<file path="src/rtl/status_pkg.sv">
package status_pkg;
  localparam int unsigned NUM_ALU_FLAGS = 4;
  localparam int unsigned REG_W         = 8;
  localparam int unsigned PD_BIT        = 4;
  localparam int unsigned TO_BIT        = 5;

  typedef struct packed {
    logic to;
    logic pd;
  } sys_flags_t;
endpackage

</file>
<file path="src/rtl/status_alu_flags.sv">
module status_alu_flags
  import status_pkg::*;
(
  input  logic                     clk_i,
  input  logic                     rst_ni,
  input  logic                     wr_hit_i,
  input  logic [NUM_ALU_FLAGS-1:0] wr_data_i,
  input  logic [NUM_ALU_FLAGS-1:0] alu_upd_i,
  input  logic [NUM_ALU_FLAGS-1:0] alu_flags_i,
  output logic [NUM_ALU_FLAGS-1:0] flags_o
);
  for (genvar i = 0; i < NUM_ALU_FLAGS; i++) begin : g_flag
    always_ff @(posedge clk_i or negedge rst_ni) begin
      if (!rst_ni)           flags_o[i] <= 1'b0;
      else if (alu_upd_i[i]) flags_o[i] <= alu_flags_i[i];
      else if (wr_hit_i)     flags_o[i] <= wr_data_i[i];
    end

    // ALU value lands regardless of a concurrent write
    a_r7_alu_wins : assert property (@(posedge clk_i) disable iff (!rst_ni)
      alu_upd_i[i] |=> flags_o[i] == $past(alu_flags_i[i]));
    // idle flags hold
    a_r2_hold : assert property (@(posedge clk_i) disable iff (!rst_ni)
      (!alu_upd_i[i] && !wr_hit_i) |=> $stable(flags_o[i]));
  end
endmodule

</file>
<file path="src/rtl/status_sys_flags.sv">
module status_sys_flags
  import status_pkg::*;
(
  input  logic       clk_i,
  input  logic       rst_ni,
  input  logic       pwr_up_i,
  input  logic       wdt_clr_i,
  input  logic       halt_i,
  input  logic       wdt_to_i,
  output sys_flags_t sys_o
);
  sys_flags_t sys_d;

  always_comb begin
    sys_d = sys_o;
    if (wdt_clr_i)           sys_d.pd = 1'b0;
    else if (halt_i)         sys_d.pd = 1'b1;
    if (wdt_to_i)            sys_d.to = 1'b1;
    else if (wdt_clr_i || halt_i) sys_d.to = 1'b0;
    if (pwr_up_i)            sys_d = '0;
  end

  always_ff @(posedge clk_i or negedge rst_ni) begin
    if (!rst_ni) sys_o <= '0;
    else         sys_o <= sys_d;
  end

  a_r3_quiet_hold : assert property (@(posedge clk_i) disable iff (!rst_ni)
    !(pwr_up_i || wdt_clr_i || halt_i || wdt_to_i) |=> $stable(sys_o));
  a_r4_pd_halt : assert property (@(posedge clk_i) disable iff (!rst_ni)
    (halt_i && !wdt_clr_i && !pwr_up_i) |=> sys_o.pd);
  a_r4_pd_clr : assert property (@(posedge clk_i) disable iff (!rst_ni)
    wdt_clr_i |=> !sys_o.pd);
  a_r5_to_set : assert property (@(posedge clk_i) disable iff (!rst_ni)
    (wdt_to_i && !pwr_up_i) |=> sys_o.to);
  a_r5_to_clr : assert property (@(posedge clk_i) disable iff (!rst_ni)
    ((wdt_clr_i || halt_i) && !wdt_to_i) |=> !sys_o.to);
  a_r6_pwr_up : assert property (@(posedge clk_i) disable iff (!rst_ni)
    pwr_up_i |=> (sys_o == '0));
endmodule

</file>
<file path="src/rtl/status_reg.sv">
module status_reg
  import status_pkg::*;
#(
  parameter int unsigned          ADDR_W   = 8,
  parameter logic [ADDR_W-1:0]    REG_ADDR = 8'h0A
) (
  input  logic                     clk_i,
  input  logic                     rst_ni,
  input  logic [ADDR_W-1:0]        bus_addr_i,
  input  logic                     bus_we_i,
  input  logic [REG_W-1:0]         bus_wdata_i,
  output logic [REG_W-1:0]         bus_rdata_o,
  input  logic [NUM_ALU_FLAGS-1:0] alu_upd_i,
  input  logic [NUM_ALU_FLAGS-1:0] alu_flags_i,
  input  logic                     pwr_up_i,
  input  logic                     wdt_clr_i,
  input  logic                     halt_i,
  input  logic                     wdt_to_i,
  output logic [REG_W-1:0]         status_o
);
  localparam int unsigned PAD_W = REG_W - NUM_ALU_FLAGS - 2;

  logic                     sel;
  logic                     wr_hit;
  logic [NUM_ALU_FLAGS-1:0] alu_q;
  sys_flags_t               sys_q;

  assign sel    = (bus_addr_i == REG_ADDR);
  assign wr_hit = sel && bus_we_i;

  status_alu_flags u_alu_flags (
    .clk_i       (clk_i),
    .rst_ni      (rst_ni),
    .wr_hit_i    (wr_hit),
    .wr_data_i   (bus_wdata_i[NUM_ALU_FLAGS-1:0]),
    .alu_upd_i   (alu_upd_i),
    .alu_flags_i (alu_flags_i),
    .flags_o     (alu_q)
  );

  status_sys_flags u_sys_flags (
    .clk_i     (clk_i),
    .rst_ni    (rst_ni),
    .pwr_up_i  (pwr_up_i),
    .wdt_clr_i (wdt_clr_i),
    .halt_i    (halt_i),
    .wdt_to_i  (wdt_to_i),
    .sys_o     (sys_q)
  );

  assign status_o    = {{PAD_W{1'b0}}, sys_q.to, sys_q.pd, alu_q};
  assign bus_rdata_o = sel ? status_o : '0;

  // unused upper bits
  always_comb a_r1_pad_zero : assert (status_o[REG_W-1:TO_BIT+1] == '0);
  // write alone leaves system flags
  a_r3_wr_protect : assert property (@(posedge clk_i) disable iff (!rst_ni)
    (wr_hit && !(pwr_up_i || wdt_clr_i || halt_i || wdt_to_i))
      |=> $stable(status_o[TO_BIT:PD_BIT]));
  // write to own address lands when ALU idle
  a_r2_wr_lands : assert property (@(posedge clk_i) disable iff (!rst_ni)
    (wr_hit && alu_upd_i == '0)
      |=> status_o[NUM_ALU_FLAGS-1:0] == $past(bus_wdata_i[NUM_ALU_FLAGS-1:0]));
endmodule

</file>
<file path="config.mk">
export PLATFORM = sky130hd
export DESIGN_NAME = status_reg
export DESIGN_NICKNAME = d
export VERILOG_FILES = /design/src/rtl/status_pkg.sv /design/src/rtl/status_alu_flags.sv /design/src/rtl/status_sys_flags.sv /design/src/rtl/status_reg.sv
export SDC_FILE = /design/constraint.sdc
export NUM_CORES = 1
export LEC_CHECK = 0
export ABC_CLOCK_PERIOD_IN_PS = 2700
export BUFFER_PORTS_ARGS = -buffer_cell sky130_fd_sc_hd__buf_4
export CORE_AREA = 10 10 47 49
export CTS_BUF_LIST = sky130_fd_sc_hd__clkbuf_16
export DETAILED_ROUTE_END_ITERATION = 12
export DIE_AREA = 0 0 57 59
export HOLD_SLACK_MARGIN = 0.06
export PLACE_DENSITY = 0.76
export REMOVE_ABC_BUFFERS = 1
export SLEW_MARGIN = 25
export SYNTH_ARGS = -nofsm -noshare
export SYNTH_HDL_FRONTEND = slang
export SYNTH_SLANG_ARGS = --single-unit
</file>
<file path="constraint.sdc">
create_clock -name clk_i -period 2.7 [get_ports clk_i]
set_input_delay 0.27 -clock clk_i [delete_from_list [all_inputs] [get_ports clk_i]]
set_output_delay 0.27 -clock clk_i [all_outputs]
set_load 0.01 [all_outputs]
</file>
# --- After elaboration in Yosys (flattened, before gate mapping) ---
# Index checks and enable logic that the tools add are counted.
# Widths: inputs -> output; s select.
totals:
  elab_cells: 29
  in_bits: 31
  reg_bits: 6
op_classes:
  n_reduce_logical: 8
  muxes: 14
  eq_ne: 1
op_table:
  columns: ["op", "count"]
  rows:
  - ["$mux 1", 12]
  - ["$eq 8x4->1 const B", 1]
  - ["$reduce_bool 2->1", 4]
  - ["$mux 6", 1]
  - ["$reduce_bool 3->1", 2]
  - ["$mux 2", 1]
  - ["$logic_and 1x1->1", 1]
  - ["$logic_or 1x1->1", 1]

# --- Depth between registers and ports, before layout ---
# Gate-level depths: netlist (run 1).
logic_depth:
  depth_word: 4
  ltp_mapped: 3
  depth_no_buf: 3

# --- Modules after synthesis ---
# Synthesis (run 1) repeated with hierarchy kept, for this count alone.
hier_totals:
  cells_unflattened: 47
  hier_area_um2: 439.2
modules_own_cells:
  columns: ["mod", "cells_each", "area_per_inst_um2", "seq_area_each_um2", "instances"]
  rows:
  - ["status_alu_flags", 17, 186.4, 100.1, 1]
  - ["status_reg", 23, 176.4, 0.0, 1]
  - ["status_sys_flags", 7, 76.3, 50.0, 1]

# --- Least setup slack after synthesis (run 1) ---
# OpenSTA, ideal clock, no wires.
synth_timing:
  kind: "input -> output"
  from: "in bus_addr_i[2]"
  to: "out bus_rdata_o[1]"
  t_arrival_ns: 1.135
  path_buffers: 0
  path_slack_ns: 1.295
  cell_stages: 2
  cell_sequence: "or4bb_4 -> nor3_1"
synth_between:
  elab_chain_cells: 2
synth_rtl:
  columns: ["element", "line_no", "rtl"]
  rows:
  - ["from (decl)", "status_reg.sv:9", "input logic [ADDR_W-1:0] bus_addr_i,"]
  - ["$eq 8x4->1", "status_reg.sv:28", "assign sel = (bus_addr_i == REG_ADDR);"]
  - ["$mux 6", "status_reg.sv:52", "assign bus_rdata_o = sel ? status_o : '0;"]
  - ["to (decl)", "status_reg.sv:12", "output logic [REG_W-1:0] bus_rdata_o,"]
# Every way passes these cells.

# --- Worst setup path after layout (run 1) ---
# Same ends and word-level chain as after synthesis.

==> qor.csv, run 1 <==
stage,metric,value,unit
status,status,completed,
clock_tree,cts_buffers,3,
sta,rsz0062_at_grt,false,
synth,synth_area,430,sq um
worst_setup_path,cp_max_fo,5,
worst_setup_path,required,2.43,ns
worst_setup_path,rrSetupSlack,1.71,ns
sta,hold_violations,0,
sta,tns,0,ns
final_layout,stdcell_area,802,sq um
grt,grt_use_total,9.81,%
final_layout,fin_nets,118,
synth,synthTopCellsByArea,"dfrtp_1 (35%), a221o_2 (7.8%), and3_1 (7.3%)",
worst_setup_path,arrival,1.33,ns
final_layout,final_common_cell,buf_4,
synth,yosysWarnings,0,
die,die_w,57,um
place,port_buffers,38,
clock_tree,ctsRootBufferMaster,clkbuf_16,
sta,finalCriticalPeriod,1.60,ns
drt,routed_via_density,5.03,
die,rows,14,
clock_tree,clock_path_buffers,2,
synth,yosysTopAreaCell,dfrtp_1,
synth,avgSynthCellArea,9.78,sq um
final_layout,drive_above_1_share,55.3,%
drt,routedWlPerCell,16.6,um
grt,antenna_found_initial,0,
drt,route.detailed.drc,0,
worst_setup_path,rr_worst_depth,2,
worst_setup_path,end_kind,primary output,
sta,min_period_over_period,59.1,%
grt,grt_pass1_wl,2.59,mm
synth,syn_inst,44,
die,dieArea,3360,sq um
drt,ant_nets,0,
worst_setup_path,critPathLaunchType,input port,
grt,grt_max_degree,8,
worst_setup_path,reg2reg_from,u_alu_flags.flags_o[2],
worst_hold_path,hp-class,in2reg,
place,place_area,717,sq um
worst_setup_path,crit_path_start,bus_addr_i[2],
synth,synth_seq_area_share,34.9,%
drt,drtIter0Drc,6,
worst_setup_path,worst_r2r_endpoint,u_alu_flags.flags_o[2],
die,die_y,59,um
final_layout,fillers,133,
drt,drt_wl_total,1.67,mm
grt,grt_pass1_vias,578,
clock_tree,postCtsHoldBufs,1,
drt,drtPass1Iterations,4,
clock_tree,cts.repair.resized,0,
clock_tree,clkTransAtPathRegs,0.03,ns
synth,ys_types,18,
worst_setup_path,critPathKind,in2out,
worst_setup_path,crit_path_end,bus_rdata_o[1],
clock_tree,post_cts_buffers,0,
sta,drv_slew,0,
synth,synth_top_area_share,34.9,%
sta,fin_skew,0,ns
grt,grt_overflow,0,
die,start_util,30.7,%
drt,num_vias,508,
synth,synth_seq_cells,6,
power_and_ir_drop,p_leak,0.409,nW
final_layout,layout_common_cells,"buf_4 (38), nor3_1 (6), dfrtp_1 (6), and3_1 (5)",
die,ios,47,
final_layout,area_delta_synth_final,86.3,%
clock_tree,cts_tree,yes,
die,core,1400,sq um
clock_tree,cts_sinks,6,
power_and_ir_drop,power.density,524,nW/um^2
sta,clock.fmax,627,MHz
sta,setup_viol,0,
final_layout,antenna_cells,0,
place,place_congestion,0.655,
clock_tree,worstSkewPairLatency,0.23,ns
job,timing.max_cap.violations,0,
power_and_ir_drop,vdd_drop_max,0.000319,V
clock_tree,htree_num_levels,1,
-- per-stage QoR --
step	setup slack (ns)	utilization (%)	hold slack (ns)	cells	total power, mW
after CTS	1.12	57.2	0.206	101	0.426
after floorplan	1.29	-	-0.0256	43	0.126
after detailed placement	1.12	51.2	0.0836	97	0.178
after global placement	1.14	51.2	0.0798	97	0.176
final	1.10	57.2	0.211	101	0.420
after global routing	1.07	57.2	0.208	101	0.436
-- cell families (layout without fill, tap and decap cells) --
group	after synthesis	in the layout	share of synthesized area, %
buf+inv	5	43	7.85
simple gates	26	26	43.3
flops	6	6	34.9
compound gates	6	6	13.1
other cells	1	4	0.871
-- routing by layer --
layer / vias up / global-route usage (%) / share of wire, %
li1: 248 / - / -
met1: 235 / 9.39 / 37
met2: 23 / 16.7 / 53
met3: 2 / 4.08 / 8.7
met4: 0 / 7.05 / 1.6
met5: - / 0 / 0
-- worst min-delay path by stage --
stage                             end  startpoint  depth (start not counted)  slack, ns
2_1_floorplan  u_alu_flags.flags_o[0]      rst_ni                          0      -0.03
3_3_place_gp     u_sys_flags.sys_o[1]      rst_ni                          1       0.08
3_5_place_dp     u_sys_flags.sys_o[1]      rst_ni                          1       0.08
4_1_cts          u_sys_flags.sys_o[0]    pwr_up_i                          2       0.21
5_1_grt          u_sys_flags.sys_o[1]    pwr_up_i                          2       0.21
6_report         u_sys_flags.sys_o[0]   wdt_clr_i                          2       0.21
-- synthesized netlist by cell type --
| master | count |
|---|---|
| nor2b_1 | 3 |
| and3_1 | 5 |
| buf_4 | 4 |
| nand3b_1 | 4 |
| a211o_1 | 1 |
| or4bb_4 | 1 |
| nor2_1 | 3 |
| or4_4 | 1 |
| inv_1 | 1 |
| nor3_1 | 6 |
| a221o_2 | 3 |
| a311oi_1 | 1 |
| nand3_1 | 1 |
| conb_1 | 1 |
| nor4_4 | 1 |
| a21oi_1 | 1 |
| dfrtp_1 | 6 |
| and4bb_1 | 1 |
-- state kept, by name (all words and copies together) (netlist names) --
name,cells
u_alu_flags.flags_o,4
u_sys_flags.sys_o,2
-- area by class of cell --
type	count	area (sq um)	share of cell area, %
timing repair buffer	39	295	36.8
sequential	6	150	18.7
inverter	1	3.75	0.468
clock buffer	3	75.1	9.36
multi-input combinational	36	258	32.1
tap	16	20.0	2.50
-- worst max-delay path: stages --
cell	delay, ns
buf_4	0.11
or4bb_4	0.57
nor3_1	0.22
buf_4	0.16
-- report_power, final --
group          leakage, nW  switching (mW)  internal (mW)
Clock               0.0370          0.0519          0.190
Combinational        0.297          0.0299         0.0461
Sequential          0.0749         0.00466         0.0975
Power figures use the tool's default switching activity.
==> run 2: changes to the inputs <==
ABC_CLOCK_PERIOD_IN_PS = 1600   (was 2700)
CORE_AREA = not set   (was 10 10 47 49)
CORE_MARGIN = 10   (was not set)
CORE_UTILIZATION = 32   (was not set)
DIE_AREA = not set   (was 0 0 57 59)
clock period = 1.6 ns   (was 2.7 ns; I/O delays follow)
==> qor.csv, run 2 (same netlist as run 1, synthesis figures left out) <==
stage,metric,value,unit,change
drt,drtIter0Drc,5,,-1
grt,grt_pass1_wl,2.66,mm,+2.7%
grt,grt_max_degree,7,,-1
die,ios,47,,unchanged
power_and_ir_drop,p_leak,0.419,nW,+2.6%
drt,routed_via_density,5.12,,+1.7%
die,start_util,33.5,%,+2.8 points
place,port_buffers,38,,unchanged
clock_tree,post_cts_buffers,0,,unchanged
clock_tree,cts_tree,yes,,
worst_setup_path,end_kind,primary output,,
power_and_ir_drop,power.density,871,nW/um^2,+66%
clock_tree,clkTransAtPathRegs,0.03,ns,about the same
drt,routedWlPerCell,17.2,um,+3.7%
final_layout,top_regs,"u_alu_flags.flags_o: 4 flops, u_sys_flags.sys_o: 2 flops",,
die,rows,13,,-1
clock_tree,cts_buffers,3,,unchanged
sta,min_period_over_period,87.0,%,
worst_setup_path,arrival,1.23,ns,-0.10 ns
final_layout,layout_common_cells,"buf_4 (40), nor3_1 (6), dfrtp_1 (6), and3_1 (5)",,
status,status,completed,,
sta,drv_slew,0,,unchanged
place,place_area,731,sq um,+1.9%
worst_setup_path,critPathLaunchType,input port,,
place,place_congestion,0.671,,+2.3%
clock_tree,worstSkewPairLatency,0.23,ns,about the same
clock_tree,cts.repair.resized,0,,unchanged
power_and_ir_drop,vdd_drop_max,0.000619,V,+94%
clock_tree,postCtsHoldBufs,1,,unchanged
clock_tree,htree_num_levels,1,,unchanged
drt,drtPass1Iterations,4,,unchanged
job,timing.max_cap.violations,0,,unchanged
drt,num_vias,522,,+2.8%
die,core,1280,sq um,-8.3%
power_and_ir_drop,total_power,710,uW,+69%
final_layout,antenna_cells,0,,unchanged
grt,grt_use_total,10.6,%,+0.79 points
die,die_w,56.7,um,-0.57%
sta,rsz0062_at_grt,false,,
final_layout,stdcell_area,816,sq um,+1.7%
place,dpl.hpwl,1.40,mm,
grt,grt_pass1_vias,569,,-1.6%
worst_setup_path,worst_r2r_endpoint,u_alu_flags.flags_o[2],,
sta,fin_skew,0,ns,unchanged
final_layout,area_delta_synth_final,89.5,%,
grt,antenna_found_initial,0,,unchanged
sta,tns,0,ns,unchanged
worst_setup_path,reg2reg_from,u_alu_flags.flags_o[2],,
worst_hold_path,worstHoldEndpoint,u_sys_flags.sys_o[0],,
sta,setup_viol,0,,unchanged
sta,clock.fmax,718,MHz,
die,die_y,56.7,um,-3.9%
final_layout,final_common_cell,buf_4,,
worst_hold_path,hp-start,wdt_clr_i,,
final_layout,top_register,u_alu_flags.flags_o,,
drt,drt_wl_total,1.75,mm,+4.7%
worst_setup_path,rr_worst_depth,2,,unchanged
final_layout,largest_register_ffs,4,,unchanged
drt,route.detailed.drc,0,,unchanged
sta,hold_slack,0.0934,ns,-0.117 ns
sta,finalCriticalPeriod,1.39,ns,
worst_hold_path,hp-class,in2reg,,
die,dieArea,3210,sq um,-4.5%
clock_tree,cts_sinks,6,,unchanged
drt,ant_nets,0,,unchanged
final_layout,fin_util,63.5,%,+6.3 points
worst_hold_path,worstHoldPathCells,2,,unchanged
worst_setup_path,required,1.44,ns,-0.99 ns
final_layout,drive_above_1_share,56.3,%,+1.0 points
clock_tree,ctsRootBufferMaster,clkbuf_16,,
final_layout,fin_nets,120,,+1.7%
worst_setup_path,critPathKind,in2out,,
clock_tree,clock_path_buffers,2,,unchanged
grt,grt_overflow,0,,unchanged
worst_setup_path,cp_max_fo,5,,unchanged
sta,hold_violations,0,,unchanged
worst_setup_path,rrSetupSlack,0.58,ns,-1.13 ns
[run 2: how the worst max path moves through the flow]
stage | start | end
4_1_cts | bus_addr_i[2] | bus_rdata_o[1]
5_1_grt | bus_addr_i[2] | bus_rdata_o[1]
3_3_place_gp | bus_addr_i[2] | bus_rdata_o[1]
2_1_floorplan | bus_addr_i[2] | bus_rdata_o[1]
3_5_place_dp | bus_addr_i[2] | bus_rdata_o[1]
6_report | bus_addr_i[2] | bus_rdata_o[1]
[run 2: per-stage QoR]
| stage | cells | worst slack [ns] |
|---|---|---|
| 2_1_floorplan | 43 | 0.415 |
| 3_3_place_gp | 98 | 0.251 |
| 3_5_place_dp | 98 | 0.223 |
| 4_1_cts | 102 | 0.223 |
| 5_1_grt | 102 | 0.170 |
| 6_report | 102 | 0.208 |
[run 2: layout make-up]
type,instances,area [sq um]
Timing Repair Buffer,41,310
Multi-Input combinational cell,36,258
Sequential cell,6,150
Tap cell,15,18.8
Inverter,1,3.75
Clock buffer,3,75.1
Fill cell,125,469
[run 2: critical path, cell delays in order]
cell and delay (ns):
buf_4 0.11, or4bb_4 0.57, nor3_1 0.23, buf_4 0.16
[run 2: report_power, final]
part | leakage (nW) | switching [mW] | total (mW) | internal [mW]
Clock | 0.0370 | 0.0859 | 0.407 | 0.321
Sequential | 0.0749 | 0.00845 | 0.173 | 0.165
Combinational | 0.308 | 0.0514 | 0.131 | 0.0794
[run 2: routing by layer]
layer	wire length (um)	part of all wire (%)	GRT usage [%]
met2	874	50	16.6
met4	27	1.5	6.19
met5	0	0	0
met3	127	7.2	5.17
met1	724	41	11.2
